<file path="config.mk">
export PLATFORM = sky130hd
export DESIGN_NAME = sleep_rail_seq
export DESIGN_NICKNAME = d
export VERILOG_FILES = /design/src/rtl/sleep_seq_pkg.sv /design/src/rtl/sleep_seq_dp.sv /design/src/rtl/sleep_seq_ctrl.sv /design/src/rtl/sleep_rail_seq.sv
export SDC_FILE = /design/constraint.sdc
export NUM_CORES = 1
export LEC_CHECK = 0
export BUFFER_PORTS_ARGS = -buffer_cell sky130_fd_sc_hd__buf_2
export CORE_MARGIN = 2
export CORE_UTILIZATION = 45
export DETAILED_ROUTE_END_ITERATION = 12
export PLACE_DENSITY = 0.59
export SYNTH_ARGS = -nofsm -noshare
export SYNTH_HDL_FRONTEND = slang
export SYNTH_SLANG_ARGS = --single-unit
</file>
<file path="constraint.sdc">
create_clock -name clk -period 3.29 [get_ports clk]
set_input_delay 0.329 -clock clk [delete_from_list [all_inputs] [get_ports clk]]
set_output_delay 0.329 -clock clk [all_outputs]
set_load 0.1 [all_outputs]
</file>
<file path="src/rtl/sleep_seq_pkg.sv">
package sleep_seq_pkg;

  // Sleep-state controller states
  typedef enum logic [2:0] {
    ST_BOOT  = 3'd0,
    ST_OFF   = 3'd1,
    ST_RAM   = 3'd2,
    ST_WAKE  = 3'd3,
    ST_ACT   = 3'd4,
    ST_SUSPW = 3'd5
  } seqState_t;

  // Filtered line code {offLineN, ramLineN}
  typedef enum logic [1:0] {
    REQ_OFF = 2'b00,
    REQ_BAD = 2'b01,
    REQ_RAM = 2'b10,
    REQ_ACT = 2'b11
  } req_t;

  // Strobes from control to datapath
  typedef struct packed {
    logic clr;
    logic run;
  } tmrCmd_t;

  // Timer milestones from datapath to control
  typedef struct packed {
    logic bootDone;
    logic suspDone;
    logic wakeDone;
  } tmrFlag_t;

endpackage

</file>
<file path="src/rtl/sleep_seq_dp.sv">
module sleep_seq_dp
  import sleep_seq_pkg::*;
#(
  parameter int unsigned DEGLITCH = 16,
  parameter int unsigned SS_CYC   = 410000,
  parameter int unsigned SUSP_CYC = 3000
) (
  input  logic     clk,
  input  logic     rstN,
  input  logic     ramLineN,
  input  logic     offLineN,
  input  logic     rail12Raw,
  input  tmrCmd_t  cmd,
  output req_t     req,
  output logic     rail12,
  output tmrFlag_t flag
);

  localparam int unsigned DW       = $clog2(DEGLITCH + 1);
  localparam int unsigned WAKE_CYC = 3 * SS_CYC;
  localparam int unsigned TMR_MAX  = (WAKE_CYC > SUSP_CYC) ? WAKE_CYC : SUSP_CYC;
  localparam int unsigned TW       = $clog2(TMR_MAX + 1);

  logic [1:0] rawIn;
  logic [1:0] filt;
  assign rawIn = {offLineN, ramLineN};

  // Synchronizer and deglitch filter per sleep line
  for (genvar i = 0; i < 2; i++) begin : g_line
    logic [1:0]    syncQ;
    logic          filtQ;
    logic [DW-1:0] stableCnt;
    always_ff @(posedge clk or negedge rstN) begin
      if (!rstN) begin
        syncQ     <= '0;
        filtQ     <= 1'b0;
        stableCnt <= '0;
      end else begin
        syncQ <= {syncQ[0], rawIn[i]};
        if (syncQ[1] != filtQ) begin
          if (stableCnt == DW'(DEGLITCH - 1)) begin
            filtQ     <= syncQ[1];
            stableCnt <= '0;
          end else begin
            stableCnt <= stableCnt + DW'(1);
          end
        end else begin
          stableCnt <= '0;
        end
      end
    end
    assign filt[i] = filtQ;
  end

  assign req = req_t'(filt);

  // 12 V good synchronizer
  logic [1:0] r12Sync;
  always_ff @(posedge clk or negedge rstN) begin
    if (!rstN) r12Sync <= '0;
    else       r12Sync <= {r12Sync[0], rail12Raw};
  end
  assign rail12 = r12Sync[1];

  // Shared saturating interval timer
  logic [TW-1:0] tmr;
  always_ff @(posedge clk or negedge rstN) begin
    if (!rstN) begin
      tmr <= '0;
    end else if (cmd.clr) begin
      tmr <= '0;
    end else if (cmd.run && (tmr < TW'(TMR_MAX - 1))) begin
      tmr <= tmr + TW'(1);
    end
  end

  assign flag.bootDone = (tmr == TW'(SS_CYC - 1));
  assign flag.suspDone = (tmr == TW'(SUSP_CYC - 1));
  assign flag.wakeDone = (tmr == TW'(WAKE_CYC - 1));

endmodule

</file>
<file path="src/rtl/sleep_seq_ctrl.sv">
module sleep_seq_ctrl
  import sleep_seq_pkg::*;
#(
  parameter bit KEEP_5V_OFF = 1'b0
) (
  input  logic     clk,
  input  logic     rstN,
  input  req_t     req,
  input  logic     rail12,
  input  tmrFlag_t flag,
  output tmrCmd_t  cmd,
  output logic     passRelease,
  output logic     pmosOn,
  output logic     ldoStandby,
  output logic     ldoSoftStart
);

  seqState_t state, nxt;
  logic      fromRam;
  logic      ssPulse;

  always_comb begin
    nxt = state;
    unique case (state)
      ST_BOOT: begin
        if (flag.bootDone) begin
          if (req == REQ_ACT)      nxt = ST_WAKE;
          else if (req == REQ_RAM) nxt = ST_RAM;
          else                     nxt = ST_OFF;
        end
      end
      ST_OFF: begin
        // suspend code from soft-off is refused
        if (req == REQ_ACT) nxt = ST_WAKE;
      end
      ST_RAM: begin
        if (req == REQ_ACT)      nxt = ST_WAKE;
        else if (req == REQ_OFF) nxt = ST_OFF;
      end
      ST_WAKE: begin
        unique case (req)
          REQ_ACT: if (flag.wakeDone && rail12) nxt = ST_ACT;
          REQ_OFF: nxt = ST_OFF;
          REQ_RAM: if (fromRam) nxt = ST_RAM;
          default: nxt = state;
        endcase
      end
      ST_ACT: begin
        if (req == REQ_OFF)      nxt = ST_OFF;
        else if (req == REQ_RAM) nxt = ST_SUSPW;
      end
      ST_SUSPW: begin
        if (req == REQ_OFF)                       nxt = ST_OFF;
        else if (req == REQ_ACT)                  nxt = ST_ACT;
        else if (req == REQ_RAM && flag.suspDone) nxt = ST_RAM;
      end
      default: nxt = ST_BOOT;
    endcase
  end

  assign cmd.clr = (nxt != state) || (state == ST_WAKE && !rail12);
  assign cmd.run = (state != ST_OFF) && (state != ST_RAM);

  always_ff @(posedge clk or negedge rstN) begin
    if (!rstN) begin
      state   <= ST_BOOT;
      fromRam <= 1'b0;
      ssPulse <= 1'b0;
    end else begin
      state   <= nxt;
      ssPulse <= (state == ST_BOOT) && (nxt != ST_BOOT);
      if (nxt == ST_WAKE && state != ST_WAKE) fromRam <= (state == ST_RAM);
    end
  end

  logic awake;
  assign awake        = (state == ST_ACT) || (state == ST_SUSPW);
  assign passRelease  = awake;
  assign ldoStandby   = awake;
  assign ldoSoftStart = ssPulse;
  assign pmosOn       = (state == ST_RAM)
                      || (state == ST_OFF  && KEEP_5V_OFF)
                      || (state == ST_WAKE && (fromRam || KEEP_5V_OFF));

endmodule

</file>
<file path="src/rtl/sleep_rail_seq.sv">
module sleep_rail_seq
  import sleep_seq_pkg::*;
#(
  parameter int unsigned CLK_HZ      = 50_000_000,
  parameter int unsigned SUSP_US     = 60,
  parameter int unsigned SS_US       = 8200,
  parameter int unsigned DEGLITCH    = 16,
  parameter bit          KEEP_5V_OFF = 1'b0
) (
  input  logic clk,
  input  logic sbyPorOk,
  input  logic rail12Ok,
  input  logic ramLineN,
  input  logic offLineN,
  output logic passRelease,
  output logic pmosOn,
  output logic ldoStandby,
  output logic ldoSoftStart
);

  localparam int unsigned CYC_PER_MS = CLK_HZ / 1000;
  localparam int unsigned SUSP_RAW   = CYC_PER_MS * SUSP_US / 1000;
  localparam int unsigned SS_RAW     = CYC_PER_MS * SS_US / 1000;
  localparam int unsigned SUSP_CYC   = (SUSP_RAW < 2) ? 2 : SUSP_RAW;
  localparam int unsigned SS_CYC     = (SS_RAW < 2) ? 2 : SS_RAW;

  req_t     req;
  logic     rail12;
  tmrCmd_t  cmd;
  tmrFlag_t flag;

  sleep_seq_dp #(
    .DEGLITCH (DEGLITCH),
    .SS_CYC   (SS_CYC),
    .SUSP_CYC (SUSP_CYC)
  ) u_dp (
    .clk       (clk),
    .rstN      (sbyPorOk),
    .ramLineN  (ramLineN),
    .offLineN  (offLineN),
    .rail12Raw (rail12Ok),
    .cmd       (cmd),
    .req       (req),
    .rail12    (rail12),
    .flag      (flag)
  );

  sleep_seq_ctrl #(
    .KEEP_5V_OFF (KEEP_5V_OFF)
  ) u_ctrl (
    .clk          (clk),
    .rstN         (sbyPorOk),
    .req          (req),
    .rail12       (rail12),
    .flag         (flag),
    .cmd          (cmd),
    .passRelease  (passRelease),
    .pmosOn       (pmosOn),
    .ldoStandby   (ldoStandby),
    .ldoSoftStart (ldoSoftStart)
  );

endmodule

</file>
==> results.py, run 1 <==
metrics = {
    "synthesis": {
        "ys_types": 51,
        "yosysSeqAreaShare_pct": 46.1,
        "synth-warning-count": 0,
        "synthSimpleGateAreaFrac_pct": 27.8,
        "ys_seq_elements": 44,
        "synth_top_family_by_area": "simple AND/OR/NAND/NOR gates",
        "synth_fp_nets": 247,
        "synth-edff-count": 0,
        "syn_inst": 239,
        "synth_xor_area_share_pct": 9.54,
        "synthAdderAreaFrac_pct": 1.57,
        "avgSynthCellArea_um2": 9.98,
        "async_reset_ff_share_pct": 100,
        "synth_ff_type": "dfrtp_1",
        "synth.area.mux_share_pct": 1.78,
        "synthesis.area_mm2": 0.00239,
        "synth_compound_area_share_pct": 8.70,
    },
    "floorplan": {
        "start_util_pct": 46.7,
        "ios": 9,
        "die_y_um": 76.8,
        "rows": 26,
        "die_w_um": 76.8,
        "core_mm2": 0.00511,
        "die_area_mm2": 0.00590,
    },
    "timing": {
        "period_share_pct": 78.5,
        "clock_skew_ns": 0.0103,
        "rsz0062_at_grt": "no",
        "setup-tns-final_ns": 0,
        "relSlewSlack_pct": 37.4,
        "worst_pin_slew_ns": 0.940,
        "setup_viol": 0,
        "fmaxAchievable_ghz": 0.387,
        "worst_hold_slack_ns": 0.131,
        "drv_slew": 0,
        "hold_viol": 0,
        "fin_crit_ns": 2.58,
    },
    "setup_path": {
        "crit_start": "u_dp.tmr[19]",
        "cp-start-kind": "flop",
        "path_class": "flop to flop",
        "cp_max_fo": 21,
        "r2r-start": "u_dp.tmr[19]",
        "arrival_ns": 2.76,
        "endpoint_kind": "flop",
        "required_ns": 3.46,
    },
    "route": {
        "highest_layer": "met4",
        "vias": 1761,
        "wl_met3_um": 227,
        "wl_met2_um": 2160,
        "firstDrtPassIters": 4,
        "post_drt_wl_per_cell_um": 14.8,
        "via_per_inst": 5.52,
        "postRouteAntennaNets": 0,
        "wl_um": 4730,
        "drc": 0,
        "first_iter_violations": 150,
        "wl_met1_um": 2280,
    },
    "final_layout": {
        "final_cell_mix": "44 x dfrtp_1, 26 x nor3_1, 22 x xor2_1",
        "area_delta_synth_final_pct": 8.70,
        "drive_gt1_share_pct": 15.7,
        "instances_no_fill": 319,
        "antenna_cells": 0,
        "final_nets": 256,
        "layout_commonest_cell": "dfrtp_1",
    },
    "clock_tree": {
        "clock_latency_ns": 0.30,
        "numClockSinks": 44,
        "ctsLongestPathBuffers": 2,
        "cts_setup_buffers": 0,
        "h-tree-depth": 2,
        "path_clk_slew_ns": 0.08,
        "ctsRootBufferMaster": "clkbuf_8",
        "cts_tree": "built",
        "hold_buffers": 0,
        "cts_buffers": 5,
        "postCtsResizedCells": 0,
    },
    "global_route": {
        "grt_pass1_wl_um": 8120,
        "antenna_found_initial": 0,
        "grt_pass1_vias": 1647,
        "grt.overflow.total": 0,
        "grt_usage_pct": 17.2,
        "grt_max_degree": 45,
    },
    "placement": {
        "dp.cells": 311,
        "dp_hpwl_um": 3230,
        "port_buffers": 8,
        "gp_congestion": 0.867,
    },
    "power_and_ir_drop": {
        "powerDensity_mw_per_mm2": 381,
        "p_leak_nw": 1.18,
        "ir_drop_v": 0.000173,
    },
    "hold_path": {
        "hold_path.class": "primary input to flop",
        "min_from": "offLineN",
    },
    "run": {
        "cap_violations": 0,
    },
    "run_status": {
        "outcome": "finished, final reports clean",
    },
}
[logic make-up (layout without fill, tap and decap cells)]
logic type	Yosys count	count (layout)
AOI/OAI and AO/OA	27	27
xor gates and xnor gates	26	26
adders and majority gates	3	3
buffers and inverters	19	29
DFF	44	44
muxes	4	4
and+or+nand+nor	116	116
[power by group]
group / switching (W) / internal [W] / leakage, nW
logic: 0.0000152 / 0.00000750 / 0.545
clock network: 0.000185 / 0.000225 / 0.0541
registers: 0.00000626 / 0.000550 / 0.581
total: 0.000206 / 0.000782 / 1.18
[state kept, by name, summed over array words and instances (netlist names)]
signal	flops
u_ctrl.fromRam	1
u_ctrl.ldoSoftStart	1
u_ctrl.state	3
u_dp.g_line.filtQ	2
u_dp.g_line.stableCnt	10
u_dp.g_line.syncQ	4
u_dp.r12Sync	2
u_dp.tmr	21
[synthesized netlist by cell type, drive strengths merged, types with 7 or more instances]
master / n / area [um2]
dfrtp: 44 / 1100
nor3: 27 / 140
xor2: 22 / 193
nand3: 14 / 70.1
nor2: 14 / 52.6
nand4: 12 / 75.1
and3: 10 / 63.8
nand2: 10 / 37.5
inv: 8 / 30.0
and2: 7 / 43.8
clkbuf: 7 / 36.3
o21ai: 7 / 38.8
[final timing paths]
check | cells past startpoint | slack (ns) | to
max in group asynchronous | 1 | 2.53 | u_dp.tmr[13]
hold / removal | 1 | 0.13 | u_dp.g_line[1].syncQ[0]
hold reg to reg | 0 | 0.35 | u_dp.g_line[1].syncQ[1]
min in group asynchronous | 1 | 0.17 | u_dp.g_line[0].stableCnt[0]
setup reg to reg | 7 | 0.71 | u_dp.tmr[16]
setup / recovery | 7 | 0.71 | u_dp.tmr[16]
[routing by layer]
metal / vias up / global-route usage, %
li1: 881 / -
met1: 838 / 24.3
met2: 36 / 26.4
met3: 6 / 3.53
met4: 0 / 6.00
met5: - / 0
[worst max-delay path, stage by stage, from the launching register on]
cell      delay [ns]
dfrtp_1         0.44
or2_4           0.28
or4b_4          0.55
o21ai_2         0.11
or3b_4          0.42
o311ai_4        0.26
buf_4           0.30
nor3_1          0.09
[per-stage QoR]
step	setup slack (ns)	power [W]	instance area (um2)	utilization (%)
floorplan	0.738	0.000575	2390	-
detailed placement	0.717	0.000591	2480	48.6
CTS	0.706	0.00101	2590	50.8
finish	0.707	0.000989	2590	50.8
global route	0.563	0.00103	2590	50.8
global placement	0.753	0.000590	2480	48.6
[area by class of cell]
| type | count | area [um2] |
|---|---|---|
| flip-flops and latches | 44 | 1100 |
| clock buffers | 5 | 68.8 |
| well taps | 70 | 87.6 |
| multi-input cells | 176 | 1190 |
| clock inverters | 3 | 42.5 |
| repair buffers | 13 | 77.6 |
| fillers | 488 | 2510 |
| inverters | 8 | 30.0 |
(Power assumes the default switching activity.)
==> run 2, diff against run 1 <==
==> constraint.sdc (replaced) <==
create_clock -name clk -period 2.45 [get_ports clk]
set_input_delay 0.245 -clock clk [delete_from_list [all_inputs] [get_ports clk]]
set_output_delay 0.245 -clock clk [all_outputs]
set_load 0.1 [all_outputs]
==> run 2 against run 1 <==
Effect of this change: utilization grew 3.9 points; clock skew decreased by 0.0068 ns; setup slack got worse by 0.68 ns; largest power group unchanged; critical path type unchanged.
==> results.py, run 2 (synthesized netlist as in run 1, its figures left out) <==
metrics = {
    "run_status": {
        "outcome": "finished, final reports clean",
    },
    "route": {
        "wl_um": 5290,
        "firstDrtPassIters": 4,
        "drc": 0,
        "postRouteAntennaNets": 0,
        "via_per_inst": 5.50,
        "post_drt_wl_per_cell_um": 15.5,
        "first_iter_violations": 173,
        "vias": 1874,
    },
    "final_layout": {
        "largest_reg_flops": 21,
        "area_delta_synth_final_pct": 17.0,
        "seqCellArea_mm2": 0.00110,
        "multi_input_comb_area_mm2": 0.00120,
        "drive_gt1_share_pct": 22.9,
        "antenna_cells": 0,
        "final_cell_mix": "44 x dfrtp_1, 26 x nor3_1, 24 x buf_4",
        "regMostFlops": "u_dp.tmr",
        "n_fill_cell": 469,
        "final_nets": 279,
        "layout_commonest_cell": "dfrtp_1",
        "largestRegisters": "u_dp.tmr (21), u_dp.g_line.stableCnt (10), u_dp.g_line.syncQ (4)",
    },
    "setup_path": {
        "crit_start": "u_dp.tmr[19]",
        "crit_path_end": "u_dp.tmr[5]",
        "path_class": "flop to flop",
        "endpoint_kind": "flop",
        "r2r_slack_ns": 0.03,
        "cp_max_fo": 10,
        "cp-start-kind": "flop",
        "arrival_ns": 2.61,
        "r2r-start": "u_dp.tmr[19]",
        "r2r_cells": 8,
        "r2r-end": "u_dp.tmr[5]",
        "required_ns": 2.64,
    },
    "power_and_ir_drop": {
        "ir_drop_v": 0.000381,
        "powerDensity_mw_per_mm2": 435,
        "p_leak_nw": 1.30,
    },
    "clock_tree": {
        "numClockSinks": 44,
        "clock_latency_ns": 0.30,
        "hold_buffers": 0,
        "ctsRootBufferMaster": "clkbuf_8",
        "cts_tree": "built",
        "path_clk_slew_ns": 0.08,
        "h-tree-depth": 2,
        "cts_buffers": 5,
        "ctsLongestPathBuffers": 2,
    },
    "timing": {
        "finalWorstSetupSlack_ns": 0.0264,
        "fin_crit_ns": 2.42,
        "rsz0062_at_grt": "yes",
        "drv_slew": 0,
        "worst_pin_slew_ns": 0.989,
        "clock_skew_ns": 0.00352,
        "setup_viol": 0,
        "worst_hold_slack_ns": 0.0482,
        "hold_viol": 0,
        "period_share_pct": 98.9,
        "relSlewSlack_pct": 34.1,
        "fmaxAchievable_ghz": 0.413,
    },
    "floorplan": {
        "start_util_pct": 46.7,
        "core_mm2": 0.00511,
        "ios": 9,
        "die_y_um": 76.8,
        "die_w_um": 76.8,
        "die_area_mm2": 0.00590,
        "rows": 26,
    },
    "run": {
        "cap_violations": 0,
    },
    "placement": {
        "dp_hpwl_um": 3490,
        "pre_cts_ws_ns": 0.000195,
        "gp_congestion": 0.942,
        "port_buffers": 8,
    },
    "global_route": {
        "antenna_found_initial": 0,
        "grt_usage_pct": 19.4,
        "grt_max_degree": 45,
        "grt.overflow.total": 0,
        "grt_pass1_wl_um": 9140,
        "grt_pass1_vias": 1863,
    },
    "hold_path": {
        "hold_path.class": "primary input to flop",
    },
}
-- run 2: worst min-delay path by stage --
stage,depth (start not counted),end,startpoint,slack [ns]
floorplan,0,u_ctrl.fromRam,sbyPorOk,-0.05
global placement,0,u_dp.g_line[1].syncQ[1],u_dp.g_line[1].syncQ[0],0.33
detailed placement,0,u_dp.g_line[0].syncQ[1],u_dp.g_line[0].syncQ[0],0.33
CTS,1,u_dp.g_line[1].syncQ[0],offLineN,0.04
global route,1,u_dp.g_line[1].syncQ[0],offLineN,0.03
finish,1,u_dp.g_line[1].syncQ[0],offLineN,0.05
-- run 2: power breakdown --
| part | switching (W) | internal (W) | leakage [nW] |
|---|---|---|---|
| clock network | 0.000243 | 0.000194 | 0.0410 |
| registers | 0.00000807 | 0.000738 | 0.581 |
| logic | 0.0000209 | 0.0000100 | 0.675 |
-- run 2: worst max-delay path: stages, from the launching register on --
cell      delay [ns]
dfrtp_1         0.39
or2_4           0.26
or4b_4          0.55
o21ai_2         0.11
or3b_4          0.41
o311ai_4        0.23
buf_6           0.17
buf_16          0.14
nor3_1          0.05
-- run 2: metrics by stage --
stage          instances  util [%]  cell area [um2]  power (W)  setup TNS, ns
3_5_place_dp         330      52.0             2650   0.000794              0
2_1_floorplan        239         -             2390   0.000772              0
5_1_grt              341      54.7             2790    0.00126          -1.33
3_3_place_gp         330      52.0             2650   0.000793              0
4_1_cts              340      54.4             2780    0.00123              0
6_report             341      54.7             2790    0.00122              0
-- run 2: layout make-up --
class / count / area share (%)
multi-input cells: 176 / 42.9
flip-flops and latches: 44 / 39.4
repair buffers: 36 / 10.7
well taps: 70 / 3.14
clock buffers: 6 / 2.60
inverters: 8 / 1.08
clock inverters: 1 / 0.179
-- run 2: repair_timing --
item,CTS,global route
setup endpoints to repair,18,21
gates resized for setup,2,1
gates cloned,1,0
pin swaps,1,0
setup buffers,2,1
-- run 2: per-layer routing --
| metal | track usage, % | wire length [um] |
|---|---|---|
| met5 | 0 | 0 |
| met4 | 5.09 | 35 |
| met3 | 4.12 | 172 |
| met2 | 29.2 | 2410 |
| met1 | 28.3 | 2670 |
==> run 3, diff against run 2 <==
--- a/config.mk
+++ b/config.mk
@@ -9,6 +9,7 @@
 export CORE_MARGIN = 2
 export CORE_UTILIZATION = 45
 export DETAILED_ROUTE_END_ITERATION = 12
+export GPL_TIMING_DRIVEN = 0
 export PLACE_DENSITY = 0.59
 export SYNTH_ARGS = -nofsm -noshare
 export SYNTH_HDL_FRONTEND = slang
==> run 3 against run 2 <==
Effect of this change: the flow now finishes with violations (setup timing); utilization is 1.1 points higher; combinational power about the same; fmax fell by 1.4%; worst hold slack lost 0.010 ns; design area increased by 2.0%; count of clock-buffer cells in the layout is the same; largest cell class unchanged; largest power group unchanged.
==> results.py, run 3 (synthesized netlist as in run 1, its figures left out) <==
metrics = {
    "global_route": {
        "antenna_found_initial": 0,
        "grt_pass1_wl_um": 8490,
        "grt_pass1_vias": 1818,
        "grt.overflow.total": 0,
        "grt_max_degree": 45,
        "grt_usage_pct": 18.2,
    },
    "final_layout": {
        "fin_area_mm2": 0.00285,
        "layout_commonest_cell": "dfrtp_1",
        "final_cell_mix": "39 x dfrtp_1, 22 x xor2_1, 17 x nor3_1",
        "area_delta_synth_final_pct": 19.3,
        "regMostFlops": "u_dp.tmr",
        "largest_reg_flops": 21,
        "seqCellArea_mm2": 0.00111,
        "drive_gt1_share_pct": 27.6,
        "antenna_cells": 0,
        "final_nets": 279,
        "n_fill_cell": 481,
        "multi_input_comb_area_mm2": 0.00125,
        "largestRegisters": "u_dp.tmr (21), u_dp.g_line.stableCnt (10), u_dp.g_line.syncQ (4)",
    },
    "timing": {
        "clock_skew_ns": 0.00826,
        "hold_viol": 0,
        "fmaxAchievable_ghz": 0.407,
        "period_share_pct": 100,
        "setup_viol": 2,
        "rsz0062_at_grt": "yes",
        "finalWorstSetupSlack_ns": -0.00714,
        "worst_pin_slew_ns": 0.959,
        "drv_slew": 0,
        "relSlewSlack_pct": 36.1,
        "fin_crit_ns": 2.46,
    },
    "clock_tree": {
        "ctsLongestPathBuffers": 2,
        "h-tree-depth": 2,
        "path_clk_slew_ns": 0.09,
        "cts_tree": "built",
        "cts_buffers": 5,
        "numClockSinks": 44,
        "ctsRootBufferMaster": "clkbuf_8",
        "hold_buffers": 0,
        "clock_latency_ns": 0.31,
    },
    "setup_path": {
        "r2r-start": "u_dp.tmr[18]",
        "required_ns": 2.63,
        "worst_path_max_delay_cell": "or4b_4",
        "path_class": "flop to flop",
        "endpoint_kind": "flop",
        "arrival_ns": 2.64,
        "crit_path_max_incr_delay_ns": 0.51,
        "crit_start": "u_dp.tmr[18]",
        "path_cells": "or2_4 > or4b_4 > o21ai_2 > or3b_4 > o311ai_4 > buf_6 > buf_8 > nor3_1",
        "cp-start-kind": "flop",
        "cp_max_fo": 5,
    },
    "floorplan": {
        "die_w_um": 76.8,
        "start_util_pct": 46.7,
        "die_area_mm2": 0.00590,
        "die_y_um": 76.8,
        "core_mm2": 0.00511,
        "ios": 9,
        "rows": 26,
    },
    "route": {
        "vias": 1850,
        "wl_um": 5040,
        "firstDrtPassIters": 4,
        "post_drt_wl_per_cell_um": 14.7,
        "drc": 0,
        "postRouteAntennaNets": 0,
        "via_per_inst": 5.41,
        "first_iter_violations": 155,
    },
    "run_status": {
        "violations": "setup timing",
        "outcome": "complete, but fails checks",
    },
    "power_and_ir_drop": {
        "ir_drop_v": 0.000329,
        "p_leak_nw": 1.32,
        "powerDensity_mw_per_mm2": 480,
    },
    "placement": {
        "pre_cts_ws_ns": -0.0975,
        "port_buffers": 8,
        "placed_area_mm2": 0.00252,
        "gp_congestion": 0.838,
        "dp_hpwl_um": 3280,
    },
    "run": {
        "cap_violations": 0,
    },
    "hold_path": {
        "hold_path.class": "primary input to flop",
        "min_from": "offLineN",
    },
}
[run 3: changes by cell type in the layout (fill, tap and decap cells not counted), moves of 2 or more]
| cell | delta |
|---|---|
| clkbuf_8 | +2 |
| nor3_1 | -9 |
| buf_6 | +2 |
| nor3_2 | +9 |
| dfrtp_2 | +5 |
| dfrtp_1 | -5 |
| buf_4 | -8 |
| clkbuf_1 | +4 |
| clkbuf_2 | +2 |
| buf_12 | -2 |
[run 3: path summary, 6_finish.rpt]
path	to	slack, ns	cells after the start
min in group asynchronous	u_dp.g_line[1].stableCnt[3]	0.08	1
worst max-delay path	u_dp.tmr[15]	-0.007	8
max in group asynchronous	u_dp.tmr[14]	1.70	1
worst min register to register	u_dp.g_line[0].syncQ[1]	0.35	0
worst max register to register	u_dp.tmr[15]	-0.007	8
worst min-delay path	u_dp.g_line[1].syncQ[0]	0.04	1
[run 3: timing repair]
action	4_1_cts	5_1_grt
pin swaps	1	8
endpoints found under the setup margin	20	22
resized for setup	3	23
setup buffers	6	10
cloned	2	0
[run 3: where the power goes]
group	total [W]	switching, W	leakage, nW	internal [W]
registers	0.000746	0.00000776	0.574	0.000738
logic	0.0000309	0.0000208	0.681	0.0000102
clock network	0.000589	0.000256	0.0614	0.000333
total	0.00137	0.000284	1.32	0.00108
[run 3: per-stage QoR]
stage	hold slack (ns)	setup TNS, ns	utilization, %	cells	total power, W
2_1_floorplan	-0.0506	0	-	239	0.000772
3_3_place_gp	0.333	-1.79	49.3	317	0.000793
3_5_place_dp	0.335	-1.77	49.3	317	0.000794
4_1_cts	0.0248	0	52.9	333	0.00139
5_1_grt	0.0158	-1.40	55.8	342	0.00143
6_report	0.0379	-0.00966	55.8	342	0.00137
[run 3: layout make-up]
cell class | count | area share (%)
Clock inverter | 2 | 1.36
Buffer | 11 | 2.68
Inverter | 8 | 1.05
Timing Repair Buffer | 25 | 6.15
Tap cell | 70 | 3.08
Sequential cell | 44 | 38.9
Clock buffer | 6 | 2.90
Multi-Input combinational cell | 176 | 43.9
[run 3: worst max-delay path, delay by kind of cell, from the launching register on]
family	cells	cell delay (ns)
AOI/OAI and AO/OA	2	0.42
DFF	1	0.39
buffers and inverters	2	0.29
and+or+nand+nor	4	1.23
[run 3: layer usage]
layer / global-route usage [%] / wire length, um / vias to the layer above
li1: - / - / 926
met1: 25.1 / 2500 / 894
met2: 28.0 / 2310 / 23
met3: 3.88 / 160 / 7
met4: 7.45 / 76 / 0
met5: 0 / 0 / -
